==> src/rtl/pmt_pkg.sv <==
package pmt_pkg;

    localparam int OFS_FLAG  = 'h00;
    localparam int OFS_CTRL  = 'h04;
    localparam int OFS_COUNT = 'h08;
    localparam int OFS_PSC   = 'h0C;
    localparam int OFS_MCFG  = 'h14;
    localparam int OFS_MVAL  = 'h18;

    // match configuration bit positions
    localparam int MCFG_IRQ  = 0;
    localparam int MCFG_CLR  = 1;
    localparam int MCFG_STOP = 2;
    localparam int MCFG_W    = 3;

    // run state encoding equals the control register value {hold, enable}
    typedef enum logic [1:0] {
        ST_IDLE    = 2'b00,
        ST_RUN     = 2'b01,
        ST_HOLD    = 2'b10,
        ST_HOLD_EN = 2'b11
    } run_state_e;

endpackage

==> src/rtl/pmt_fsm.sv <==
module pmt_fsm
    import pmt_pkg::*;
(
    input  logic       clk,
    input  logic       rst_n,
    input  logic       ctrl_we,
    input  logic [1:0] ctrl_wbits,
    input  logic       match_evt,
    input  logic       stop_en,
    output run_state_e state_q,
    output logic       cnt_run,
    output logic       cnt_hold
);

    run_state_e state_d;

    always_comb begin
        state_d = state_q;
        if (ctrl_we) begin
            state_d = run_state_e'(ctrl_wbits);
        end else if (state_q == ST_RUN && match_evt && stop_en) begin
            state_d = ST_IDLE;
        end
    end

    always_ff @(posedge clk) begin
        if (!rst_n) begin
            state_q <= ST_IDLE;
        end else begin
            state_q <= state_d;
        end
    end

    always_comb begin
        cnt_run  = 1'b0;
        cnt_hold = 1'b0;
        unique case (state_q)
            ST_IDLE:    ;
            ST_RUN:     cnt_run  = 1'b1;
            ST_HOLD:    cnt_hold = 1'b1;
            ST_HOLD_EN: cnt_hold = 1'b1;
            default:    ;
        endcase
    end

endmodule

==> src/rtl/pmt_core.sv <==
module pmt_core #(
    parameter int CNT_W = 32,
    parameter int PS_W  = 32
) (
    input  logic             clk,
    input  logic             rst_n,
    input  logic             cnt_run,
    input  logic             cnt_hold,
    input  logic [PS_W-1:0]  psc,
    input  logic [CNT_W-1:0] mval,
    input  logic             clr_en,
    output logic [CNT_W-1:0] count_q,
    output logic             match_evt
);

    logic [PS_W-1:0]  pc_q;
    logic [CNT_W-1:0] count_nxt;
    logic             tick;

    // >= keeps the prescaler from missing its wrap if the limit is lowered
    assign tick      = cnt_run && (pc_q >= psc);
    assign count_nxt = (clr_en && count_q == mval) ? '0 : count_q + 1'b1;
    assign match_evt = tick && (count_nxt == mval);

    always_ff @(posedge clk) begin
        if (!rst_n || cnt_hold) begin
            pc_q    <= '0;
            count_q <= '0;
        end else if (cnt_run) begin
            if (tick) begin
                pc_q    <= '0;
                count_q <= count_nxt;
            end else begin
                pc_q    <= pc_q + 1'b1;
            end
        end
    end

endmodule

==> src/rtl/pmt_regs.sv <==
module pmt_regs
    import pmt_pkg::*;
#(
    parameter int ADDR_W = 8,
    parameter int DATA_W = 32,
    parameter int CNT_W  = 32,
    parameter int PS_W   = 32
) (
    input  logic              clk,
    input  logic              rst_n,
    input  logic [ADDR_W-1:0] bus_addr,
    input  logic              bus_we,
    input  logic [DATA_W-1:0] bus_wdata,
    output logic [DATA_W-1:0] bus_rdata,
    input  run_state_e        state,
    input  logic [CNT_W-1:0]  count,
    input  logic              match_evt,
    output logic              ctrl_we,
    output logic [1:0]        ctrl_wbits,
    output logic [PS_W-1:0]   psc_q,
    output logic [CNT_W-1:0]  mval_q,
    output logic [MCFG_W-1:0] mcfg_q,
    output logic              flag_q
);

    logic sel_flag, sel_ctrl, sel_cnt, sel_psc, sel_mcfg, sel_mval;

    assign sel_flag = bus_addr == ADDR_W'(OFS_FLAG);
    assign sel_ctrl = bus_addr == ADDR_W'(OFS_CTRL);
    assign sel_cnt  = bus_addr == ADDR_W'(OFS_COUNT);
    assign sel_psc  = bus_addr == ADDR_W'(OFS_PSC);
    assign sel_mcfg = bus_addr == ADDR_W'(OFS_MCFG);
    assign sel_mval = bus_addr == ADDR_W'(OFS_MVAL);

    assign ctrl_we    = bus_we && sel_ctrl;
    assign ctrl_wbits = bus_wdata[1:0];

    always_ff @(posedge clk) begin
        if (!rst_n) begin
            psc_q  <= '0;
            mval_q <= '0;
            mcfg_q <= '0;
            flag_q <= 1'b0;
        end else begin
            if (bus_we && sel_psc)  psc_q  <= bus_wdata[PS_W-1:0];
            if (bus_we && sel_mval) mval_q <= bus_wdata[CNT_W-1:0];
            if (bus_we && sel_mcfg) mcfg_q <= bus_wdata[MCFG_W-1:0];
            // a fresh match outranks a clearing write
            if (match_evt && mcfg_q[MCFG_IRQ]) begin
                flag_q <= 1'b1;
            end else if (bus_we && sel_flag && bus_wdata[0]) begin
                flag_q <= 1'b0;
            end
        end
    end

    always_comb begin
        bus_rdata = '0;
        if (sel_flag) bus_rdata[0]              = flag_q;
        if (sel_ctrl) bus_rdata[1:0]            = state;
        if (sel_cnt)  bus_rdata[CNT_W-1:0]      = count;
        if (sel_psc)  bus_rdata[PS_W-1:0]       = psc_q;
        if (sel_mcfg) bus_rdata[MCFG_W-1:0]     = mcfg_q;
        if (sel_mval) bus_rdata[CNT_W-1:0]      = mval_q;
    end

endmodule

==> src/rtl/pmt_timer.sv <==
module pmt_timer
    import pmt_pkg::*;
#(
    parameter int ADDR_W = 8,
    parameter int DATA_W = 32,
    parameter int CNT_W  = 32,
    parameter int PS_W   = 32
) (
    input  logic              clk,
    input  logic              rst_n,
    input  logic [ADDR_W-1:0] bus_addr,
    input  logic              bus_we,
    input  logic [DATA_W-1:0] bus_wdata,
    output logic [DATA_W-1:0] bus_rdata,
    output logic              irq
);

    run_state_e        run_state;
    logic              cnt_run, cnt_hold;
    logic              ctrl_we;
    logic [1:0]        ctrl_wbits;
    logic [PS_W-1:0]   psc_q;
    logic [CNT_W-1:0]  mval_q;
    logic [MCFG_W-1:0] mcfg_q;
    logic              flag_q;
    logic [CNT_W-1:0]  count_q;
    logic              match_evt;

    pmt_regs #(
        .ADDR_W(ADDR_W), .DATA_W(DATA_W), .CNT_W(CNT_W), .PS_W(PS_W)
    ) u_regs (
        .clk(clk), .rst_n(rst_n),
        .bus_addr(bus_addr), .bus_we(bus_we), .bus_wdata(bus_wdata),
        .bus_rdata(bus_rdata),
        .state(run_state), .count(count_q), .match_evt(match_evt),
        .ctrl_we(ctrl_we), .ctrl_wbits(ctrl_wbits),
        .psc_q(psc_q), .mval_q(mval_q), .mcfg_q(mcfg_q), .flag_q(flag_q)
    );

    pmt_fsm u_fsm (
        .clk(clk), .rst_n(rst_n),
        .ctrl_we(ctrl_we), .ctrl_wbits(ctrl_wbits),
        .match_evt(match_evt), .stop_en(mcfg_q[MCFG_STOP]),
        .state_q(run_state), .cnt_run(cnt_run), .cnt_hold(cnt_hold)
    );

    pmt_core #(.CNT_W(CNT_W), .PS_W(PS_W)) u_core (
        .clk(clk), .rst_n(rst_n),
        .cnt_run(cnt_run), .cnt_hold(cnt_hold),
        .psc(psc_q), .mval(mval_q), .clr_en(mcfg_q[MCFG_CLR]),
        .count_q(count_q), .match_evt(match_evt)
    );

    assign irq = flag_q;

endmodule

==> config.mk <==
export PLATFORM = sky130hd
export DESIGN_NAME = pmt_timer
export DESIGN_NICKNAME = d
export VERILOG_FILES = /design/src/rtl/pmt_pkg.sv /design/src/rtl/pmt_fsm.sv /design/src/rtl/pmt_core.sv /design/src/rtl/pmt_regs.sv /design/src/rtl/pmt_timer.sv
export SDC_FILE = /design/constraint.sdc
export NUM_CORES = 1
export LEC_CHECK = 0
export ABC_AREA = 1
export BUFFER_PORTS_ARGS = -buffer_cell sky130_fd_sc_hd__buf_2
export CAP_MARGIN = 0
export CORE_MARGIN = 2
export CORE_UTILIZATION = 40
export CTS_BUF_LIST = sky130_fd_sc_hd__clkbuf_16
export CTS_CLUSTER_DIAMETER = 100
export DETAILED_ROUTE_END_ITERATION = 16
export PLACE_DENSITY = 0.56
export REMOVE_ABC_BUFFERS = 1
export SKIP_CTS_REPAIR_TIMING = 1
export SYNTH_ARGS = -nofsm -noshare
export SYNTH_HDL_FRONTEND = slang
export SYNTH_HIERARCHICAL = 1
export SYNTH_SLANG_ARGS = --single-unit
==> constraint.sdc <==
create_clock -name clk -period 4.7 [get_ports clk]
set_clock_uncertainty 0.2 [all_clocks]
set_input_delay 0 -clock clk [delete_from_list [all_inputs] [get_ports clk]]
set_output_delay 0 -clock clk [all_outputs]
set_load 0.05 [all_outputs]
== Word-level counts from Yosys, hierarchy flattened ==
Index checks and enable logic that the tools add are counted.

* Bitwise gates (word level): 0
* Reductions and logical operators: 19
* Order comparisons: 1
* Eq/ne operators: 10
* $add $sub $neg: 2
* Multipliers: 0
* Div/mod/pow operators: 0
* Mux-type cells: 14
* Shifts and indexed selects: 0

{| class="wikitable"
|+ Operators with widths
! operator !! number
|-
| $mux W32 || 5
|-
| $add A32 B1 Y32 const B || 2
|-
| $eq A32 B32 Y1 || 2
|-
| $ge A32 B32 Y1 || 1
|-
| $eq A8 B4 Y1 const B || 2
|-
| $eq A8 B5 Y1 const B || 2
|-
| $logic_and A1 B1 Y1 || 12
|-
| $eq A8 B3 Y1 const B || 1
|-
| $logic_not A8 Y1 || 1
|-
| $mux W2 || 3
|-
| $mux W1 || 5
|-
| $eq A2 B2 Y1 const B || 2
|-
| $reduce_bool A2 Y1 || 2
|-
| $mux W3 || 1
|-
| $eq A2 B1 Y1 const B || 1
|-
| $reduce_and A2 Y1 || 1
|-
| $reduce_or A2 Y1 || 1
|-
| $logic_not A1 Y1 || 1
|-
| $logic_or A1 B1 Y1 || 1
|}

* Bits of input ports: 43
* RAM bits: 0
* Latch bits: 0
* Output and inout bits: 33
* Register bits after elaboration: 134
* Memories kept: 0
* Bits in read-only memories: 0

== Logic depth before layout (Yosys ltp) ==
Gate-level depths: netlist of run 1.

* Depth in word-level cells: 9
* Depth in mapped cells: 24
* Gate-level depth less buffers: 24

== Hierarchy ==
Netlist of run 1, hierarchy kept.

{| class="wikitable"
|+ Modules (own cells, without submodules)
! module !! sequential area each (sq um) !! instances !! cells an instance !! area an instance (sq um)
|-
| pmt_core || 1,281.2 || 1 || 994 || 5,895.7
|-
| pmt_regs || 1,361.3 || 1 || 490 || 3,298.2
|-
| pmt_fsm || 40.0 || 1 || 18 || 102.6
|}

== Worst setup path before layout of run 1 ==
Ideal clock, no wire load.

* Path type: reg-to-reg
* Start point: register u_core.count_q[1]
* End point: register u_fsm.state_q[0]
* Required time: 4.387 ns
* Stages on the path, launching flop included: 20
* Path slack: 2.289 ns
* Period minus slack after synthesis: 2.411 ns
* Arrival time: 2.098 ns
* Path through: dfxtp_1 -> ha_1 -> nand2_1 -> nor2_1 -> nand2_1 -> inv_1 -> nand2_1 -> nor2_1 -> xor2_1 -> nand3_1 -> nand2_1 -> nand3_1 -> nor3_1 -> nand2_1 -> nor2_1 -> nand2_1 -> inv_1 -> nand2_1 -> nand2_1 -> nor2_1

* Cells in the longest elaborated chain, start to end: 8
* Elaborated cells between the ends (all ways): 9

{| class="wikitable"
|+ RTL lines
! element !! RTL line !! source
|-
| start, declared || pmt_core.sv:12 || <nowiki>output logic [CNT_W-1:0] count_q,</nowiki>
|-
| start signal, assigned || pmt_core.sv:32 || <nowiki>count_q <= count_nxt;</nowiki>
|-
| parallel branches: the longest is 2 deep, another holds $add A32 B1 Y32 || - ||
|-
| $mux W32 * || pmt_core.sv:22 || <nowiki>assign count_nxt = (clr_en && count_q == mval) ? '0 : count_q + 1'b1;</nowiki>
|-
| $eq A32 B32 Y1 * || pmt_core.sv:23 || <nowiki>assign match_evt = tick && (count_nxt == mval);</nowiki>
|-
| $logic_and A1 B1 Y1 * || pmt_core.sv:23 ||
|-
| via match_evt || pmt_timer.sv:27 || <nowiki>logic match_evt;</nowiki>
|-
| $logic_and A1 B1 Y1 * (2 in a row) || pmt_fsm.sv:21 || <nowiki>end else if (state_q == ST_RUN && match_evt && stop_en) begin</nowiki>
|-
| $reduce_bool A2 Y1 (no line) * || - ||
|-
| end signal, assigned || pmt_fsm.sv:30 || <nowiki>state_q <= state_d;</nowiki>
|-
| end, declared || pmt_fsm.sv:10 || <nowiki>output run_state_e state_q,</nowiki>
|}

Mark *: on every way through the listed nets, which the timed path passes.
A chain may end at the register's enable or synchronous reset.

== Worst setup path in the final report of run 1 ==
* Start point: register u_regs.psc_q[29]
* End point: register u_core.count_q[28]

* Cells in the longest elaborated chain, start to end: 3

{| class="wikitable"
|+ RTL lines
! element !! RTL line !! source
|-
| start, declared || pmt_regs.sv:20 || <nowiki>output logic [PS_W-1:0] psc_q,</nowiki>
|-
| start signal, assigned || pmt_regs.sv:45 || <nowiki>if (bus_we && sel_psc) psc_q <= bus_wdata[PS_W-1:0];</nowiki>
|-
| $ge A32 B32 Y1 || pmt_core.sv:21 || <nowiki>assign tick = cnt_run && (pc_q >= psc);</nowiki>
|-
| $logic_and A1 B1 Y1 || pmt_core.sv:21 ||
|-
| $reduce_and A2 Y1 (no line) || - ||
|}

Every way passes these cells.

==> impl_metrics.env, run 1 <==
export IMPL_drt_iter0_drc=801
export IMPL_cts_htree_levels=4
export IMPL_grt_pass1_wl_microns=49830
export IMPL_vdd_drop_max_uv=203.9
export IMPL_synthXorXnorAreaFrac_pct=4.711
export IMPL_crit_path_cell_trace="inv_1, ha_1, nand2_1, nor2_1, nand2_1, nor4_1, nand4_1, nand3_1, nand2_1, clkinv_1, buf_4, o21ai_0, a21oi_1"
export IMPL_place_congestion=1.049
export IMPL_power_leakage_nw=4.912
export IMPL_start_kind="flip-flop"
export IMPL_cp_max_fo=63
export IMPL_syn_avg_cell_area_sq_um=6.189
export IMPL_rows=55
export IMPL_io_buffers=75
export IMPL_finalCritPeriodShare_pct=78.54
export IMPL_r2r_cells=13
export IMPL_clock_sinks=134
export IMPL_hold_depth=4
export IMPL_synth_top_family_by_area="simple AND/OR/NAND/NOR gates"
export IMPL_grt_pass1_vias=9094
export IMPL_yosysSeqAreaShare_pct=28.86
export IMPL_grt_max_degree=64
export IMPL_tightest_slew_ns=0.9298
export IMPL_clk_pin_slew_ns=0.07
export IMPL_synthSimpleGateAreaFrac_pct=41.31
export IMPL_holdWs_ns=0.1582
export IMPL_num_fill_cells=2428
export IMPL_yosysWarnings=6
export IMPL_clock_path_buffers=2
export IMPL_dpl_worst_slack_ns=1.091
export IMPL_root_buffer="clkbuf_16"
export IMPL_start_util_pct=40.94
export IMPL_synth_adder_area_share_pct=4.576
export IMPL_cts_tree="done"
export IMPL_drc_errors=0
export IMPL_numCtsBuffers=17
export IMPL_placed_cells=1815
export IMPL_rsz0062_at_grt="no"
export IMPL_drive_gt1_share_pct=10.80
export IMPL_grtUsageTotal_pct=26.28
export IMPL_synth_edff_count=0
export IMPL_relSlewSlack_pct=38.01
export IMPL_synth_cells=1502
export IMPL_syn_area_sq_um=9296
export IMPL_vias=9877
export IMPL_max_freq_mhz=270.9
export IMPL_r2r_end="u_core/count_q[28]"
export IMPL_die_w_microns=156.5
export IMPL_synth_seq_cells=134
export IMPL_outcome="finished, final reports clean"
export IMPL_cpPeakStageDelay_ns=0.69
export IMPL_antenna_found_initial=0
export IMPL_hp_class="primary input to flip-flop"
export IMPL_final_setup_worst_slack_ns=1.009
export IMPL_io_pins=76
export IMPL_cp_required_ns=4.84
export IMPL_via_per_inst=5.209
export IMPL_tns_ns=0
export IMPL_power_mw=2.548
export IMPL_setup_worst_path_end_class="flip-flop"
export IMPL_worstSkewPairLatency_ns=0.43
export IMPL_place_area_sq_um=9754
export IMPL_place_hpwl_microns=23530
export IMPL_max_cap_violations=0
export IMPL_r2r_start="u_regs/psc_q[29]"
export IMPL_syn_to_final_growth_pct=16.18
export IMPL_synth_compound_area_share_pct=9.637
export IMPL_wl_microns=31560
export IMPL_cp_data_arrival_time_ns=3.83
export IMPL_wl_per_cell_microns=16.64
export IMPL_crit_type="flip-flop to flip-flop"
export IMPL_dieHeight_microns=156.5
export IMPL_overflow=0
export IMPL_finalCriticalPeriod_ns=3.691
export IMPL_synth_main_ff_cell="dfxtp_1"
export IMPL_finalSetupViolCount=0
export IMPL_ant_nets=0
export IMPL_holdPathEnd="u_regs/psc_q[8]"
export IMPL_cpMostUsedCell="nand2_1"
export IMPL_final_nets=1675
export IMPL_synthArstFlopShare_pct=0
export IMPL_power_density_nw_per_um2=235.9
export IMPL_drtPass1Iterations=5
export IMPL_ff2ff_setup_slack_ns=1.01
export IMPL_stdcell_area_sq_um=10800
export IMPL_antenna_cells=0
export IMPL_hold_viol_final=0
export IMPL_dieArea_sq_um=24480
export IMPL_fin_util_pct=47.56
export IMPL_synth_area_mux_share_pct=0.1077
export IMPL_crit_slowest_cell="nor4_1"
export IMPL_hold_start="bus_wdata[8]"
export IMPL_final_cells=1896
export IMPL_maxSlewViolCount=0
export IMPL_core_area_sq_um=22710
export IMPL_synth_cell_types=45
-- report_power, final --
| group | internal [mW] | switching, mW | leakage, nW | total [mW] |
|---|---|---|---|---|
| logic | 0.0473 | 0.0648 | 3.56 | 0.112 |
| registers | 1.14 | 0.00210 | 1.08 | 1.14 |
| clock network | 0.729 | 0.568 | 0.269 | 1.30 |
-- cell usage after synthesis, types with 3 or more instances --
| cell | n | area share (%) |
|---|---|---|
| nand2_1 | 480 | 19 |
| inv_1 | 168 | 6.8 |
| nor2_1 | 155 | 6.3 |
| dfxtp_1 | 134 | 29 |
| nand3_1 | 95 | 5.1 |
| a21oi_1 | 87 | 4.7 |
| o21ai_0 | 75 | 4.0 |
| nor3_1 | 52 | 2.8 |
| xor2_1 | 41 | 3.9 |
| ha_1 | 34 | 4.6 |
| nand4_1 | 32 | 2.2 |
| clkbuf_1 | 18 | 0.73 |
| buf_2 | 17 | 0.92 |
| inv_2 | 16 | 0.65 |
| nor2_2 | 13 | 0.87 |
| nand2_2 | 11 | 0.74 |
| buf_6 | 10 | 1.2 |
| xnor2_1 | 9 | 0.85 |
| buf_4 | 5 | 0.40 |
| nor2_4 | 5 | 0.61 |
| nor4_1 | 4 | 0.27 |
| and2_1 | 3 | 0.20 |
| nor2_8 | 3 | 0.65 |
| nor3_2 | 3 | 0.32 |
| o211ai_1 | 3 | 0.24 |
-- cell families after synthesis --
family | Yosys count
AND/OR/NAND/NOR | 872
buffers and inverters | 237
AO/OA/AOI/OAI | 174
flip-flops | 134
XOR/XNOR | 50
adder cells (fa/ha/maj) | 34
multiplexers | 1
-- critical path, delay by kind of cell, from the launching register on --
kind            cells  cell delay, ns
flops               1            0.38
fa+ha+maj           1            0.29
buf+inv             3            0.68
compound gates      2            0.36
simple gates        7            1.66
-- registers in the layout, summed over array words and instances, names as in the netlist --
register,cells
u_core/count_q,32
u_regs/psc_q,32
u_fsm/state_q,2
u_regs/mval_q,32
u_core/pc_q,32
u_regs/mcfg_q,3
u_regs/flag_q,1
-- metal layers --
layer	global-route usage, %	part of all wire (%)	vias to the layer above
li1	-	-	4970
met1	37.05	48	4575
met2	41.10	45	293
met3	3.877	5.1	39
met4	8.650	2.4	0
met5	0	0	-
-- worst max-delay path by stage --
stage / start / to / slack [ns] / cells after the start
2_1_floorplan: u_regs/psc_q[23] / u_core/count_q[0] / 1.79 / 11
3_3_place_gp: u_regs/psc_q[31] / u_core/count_q[28] / 1.09 / 13
3_5_place_dp: u_regs/psc_q[29] / u_core/count_q[28] / 1.09 / 13
4_1_cts: u_regs/psc_q[29] / u_core/count_q[28] / 1.07 / 13
5_1_grt: u_regs/psc_q[31] / u_core/count_q[11] / 0.82 / 13
6_report: u_regs/psc_q[29] / u_core/count_q[28] / 1.01 / 13
-- final cells by class --
| class | instances | area, sq um | share of cell area [%] |
|---|---|---|---|
| timing repair buffer | 128 | 895.9 | 8.295 |
| multi-input combinational | 1131 | 5612 | 51.96 |
| clock inverter | 15 | 130.1 | 1.205 |
| inverter | 186 | 698.2 | 6.464 |
| clock buffer | 17 | 425.4 | 3.939 |
| sequential | 134 | 2683 | 24.84 |
| tap | 285 | 356.6 | 3.302 |
-- layout by cell type (no fill, tap or decap), drive strengths merged, types with 2 or more instances in the layout --
master       count
nor2           176
dlygate4sd3     49
nor3b            3
xnor2            9
nand3           98
a31oi            2
xor2            41
nor3            55
dfxtp          134
nand3b           2
a21oi           88
clkinv           6
nand4           34
buf             79
nand2          493
clkbuf          17
o21ai           77
clkinvlp         4
nor4             7
ha              34
o211ai           3
and2             3
inv            190
Power figures use the tool's default switching activity.
==> run 2: changes to the inputs <==
==> constraint.sdc (replaced) <==
create_clock -name clk -period 3.7 [get_ports clk]
set_clock_uncertainty 0.2 [all_clocks]
set_input_delay 0 -clock clk [delete_from_list [all_inputs] [get_ports clk]]
set_output_delay 0 -clock clk [all_outputs]
set_load 0.05 [all_outputs]
==> run 2 against run 1 <==
  * The run now ends with negative hold slack left
  * Non-clock buffer count grew 12
  * Clock power grew 39%
  * Register-to-register slack got worse by 0.47 ns
  * Die area unchanged
  * Count of clock-buffer cells in the layout did not move
  * Critical endpoint is now bus_rdata[23]
  * Largest cell class unchanged
  * Largest power group unchanged
==> impl_metrics.env, run 2 (synthesized netlist as in run 1, its figures left out) <==
export IMPL_ant_nets=0
export IMPL_finalCritPeriodShare_pct=90.60
export IMPL_holdPathEnd="u_regs/mcfg_q[0]"
export IMPL_critical_path_buf_inv_count=7
export IMPL_dpl_worst_slack_ns=0.5468
export IMPL_core_area_sq_um=22710
export IMPL_vdd_drop_max_uv=276.5
export IMPL_place_hpwl_microns=23600
export IMPL_holdWs_ns=-0.01071
export IMPL_crit_path_cell_trace="dlygate4sd3_1, buf_2, nor2_2, dlygate4sd3_1, nand2_2, inv_2, nand2_4, inv_2, nand2_1, nand3_1, nand2_1, inv_1, buf_2"
export IMPL_grtUsageTotal_pct=25.98
export IMPL_dieArea_sq_um=24480
export IMPL_die_w_microns=156.5
export IMPL_mostFrequentLayoutCells="nand2_1, inv_1, nor2_1, dfxtp_1, nand3_1"
export IMPL_crit_type="primary input to output port"
export IMPL_drive_gt1_share_pct=11.59
export IMPL_violations="negative hold slack"
export IMPL_r2r_end="u_fsm/state_q[0]"
export IMPL_gr_usage_met2_pct=41.03
export IMPL_wl_microns=31500
export IMPL_root_buffer="clkbuf_16"
export IMPL_crit_family="buffers and inverters"
export IMPL_place_area_sq_um=9899
export IMPL_cp_depth=13
export IMPL_worstSkewPairLatency_ns=0.43
export IMPL_finalCriticalPeriod_ns=3.352
export IMPL_rows=55
export IMPL_place_congestion=0.9167
export IMPL_clock_sinks=134
export IMPL_power_leakage_nw=5.011
export IMPL_io_pins=76
export IMPL_rsz0062_at_grt="no"
export IMPL_vias=9787
export IMPL_stdcell_area_sq_um=10960
export IMPL_grt_pass1_wl_microns=49120
export IMPL_drtPass1Iterations=5
export IMPL_wl_per_cell_microns=16.52
export IMPL_placed_cells=1831
export IMPL_clk_pin_slew_ns=0.06
export IMPL_cp_data_arrival_time_ns=3.15
export IMPL_overflow=0
export IMPL_drt_iter0_drc=752
export IMPL_antenna_cells=0
export IMPL_dieHeight_microns=156.5
export IMPL_r2r_start="u_core/count_q[1]"
export IMPL_tightest_slew_ns=0.9069
export IMPL_cp_max_fo=34
export IMPL_r2r_cells=17
export IMPL_use_met3_pct=4.376
export IMPL_hp_class="primary input to flip-flop"
export IMPL_clock_path_buffers=2
export IMPL_relSlewSlack_pct=39.48
export IMPL_cts_htree_levels=4
export IMPL_busiest_layer="met2"
export IMPL_gr_usage_met1_pct=36.77
export IMPL_setup_worst_path_end_class="output port"
export IMPL_crit_slowest_cell="dlygate4sd3_1"
export IMPL_antenna_found_initial=0
export IMPL_grt_pass1_vias=8817
export IMPL_syn_to_final_growth_pct=17.89
export IMPL_io_buffers=75
export IMPL_max_freq_mhz=298.3
export IMPL_tns_ns=0
export IMPL_cp_required_ns=3.50
export IMPL_maxSlewViolCount=0
export IMPL_hold_viol_final=3
export IMPL_hold_depth=7
export IMPL_drc_errors=0
export IMPL_mostFrequentLayoutCell="nand2_1"
export IMPL_num_fill_cells=2395
export IMPL_numCtsBuffers=17
export IMPL_ff2ff_setup_slack_ns=0.54
export IMPL_hold_start="bus_addr[7]"
export IMPL_final_nets=1687
export IMPL_start_kind="primary input"
export IMPL_grt_max_degree=64
export IMPL_cts_tree="done"
export IMPL_final_setup_worst_slack_ns=0.3477
export IMPL_start_util_pct=40.94
export IMPL_finalSetupViolCount=0
export IMPL_via_per_inst=5.132
export IMPL_final_cells=1907
export IMPL_cpPeakStageDelay_ns=0.58
export IMPL_power_density_nw_per_um2=310.7
export IMPL_outcome="complete, but fails checks"
export IMPL_max_cap_violations=0
## run 2: changes by cell type in the layout (fill, tap and decap cells not counted), sizes merged
cell / delta
clkinvlp: -3
inv: -3
clkinv: +2
bufinv: +3
dlygate4sd3: -4
buf: +16
## run 2: layer usage
| layer | part of all wire [%] | vias up |
|---|---|---|
| met4 | 2.0 | 0 |
| met3 | 5.3 | 31 |
| met5 | 0 | - |
| met1 | 47 | 4486 |
| met2 | 45 | 276 |
| li1 | - | 4994 |
## run 2: worst max-delay path by stage
stage	startpoint	end	slack, ns
2_1_floorplan	u_regs/psc_q[23]	u_core/count_q[0]	0.79
3_3_place_gp	u_regs/psc_q[31]	u_fsm/state_q[0]	0.49
3_5_place_dp	u_regs/psc_q[31]	u_core/count_q[24]	0.55
4_1_cts	u_regs/psc_q[31]	u_core/count_q[23]	0.51
5_1_grt	bus_addr[6]	bus_rdata[23]	0.14
6_report	bus_addr[6]	bus_rdata[23]	0.35
## run 2: through the flow
stage | power, mW | hold WS, ns | utilization (%)
2_1_floorplan | 1.521 | -0.07960 | -
3_3_place_gp | 1.587 | 0.05200 | 43.59
3_5_place_dp | 1.587 | 0.05714 | 43.59
4_1_cts | 3.404 | -0.3854 | 46.28
5_1_grt | 3.505 | 0.03038 | 48.26
6_report | 3.406 | -0.01071 | 48.26
## run 2: power breakdown
| part | leakage (nW) | total (mW) | switching, mW | internal (mW) |
|---|---|---|---|---|
| registers | 1.08 | 1.45 | 0.00252 | 1.44 |
| clock network | 0.300 | 1.81 | 0.694 | 1.12 |
| logic | 3.63 | 0.144 | 0.0828 | 0.0613 |
## run 2: tightest hold or removal path, delay by kind of cell
| family | cells | cell delay, ns |
|---|---|---|
| simple gates | 5 | 0.38 |
| compound gates | 1 | 0.11 |
| buf+inv | 1 | 0.08 |
## run 2: area by class of cell
cell class / instances / area [sq um] / share of cell area [%]
multi-input combinational: 1131 / 5612 / 51.20
clock inverter: 14 / 183.9 / 1.678
sequential: 134 / 2683 / 24.48
inverter: 186 / 698.2 / 6.371
clock buffer: 17 / 425.4 / 3.882
timing repair buffer: 140 / 1001 / 9.133
tap: 285 / 356.6 / 3.254
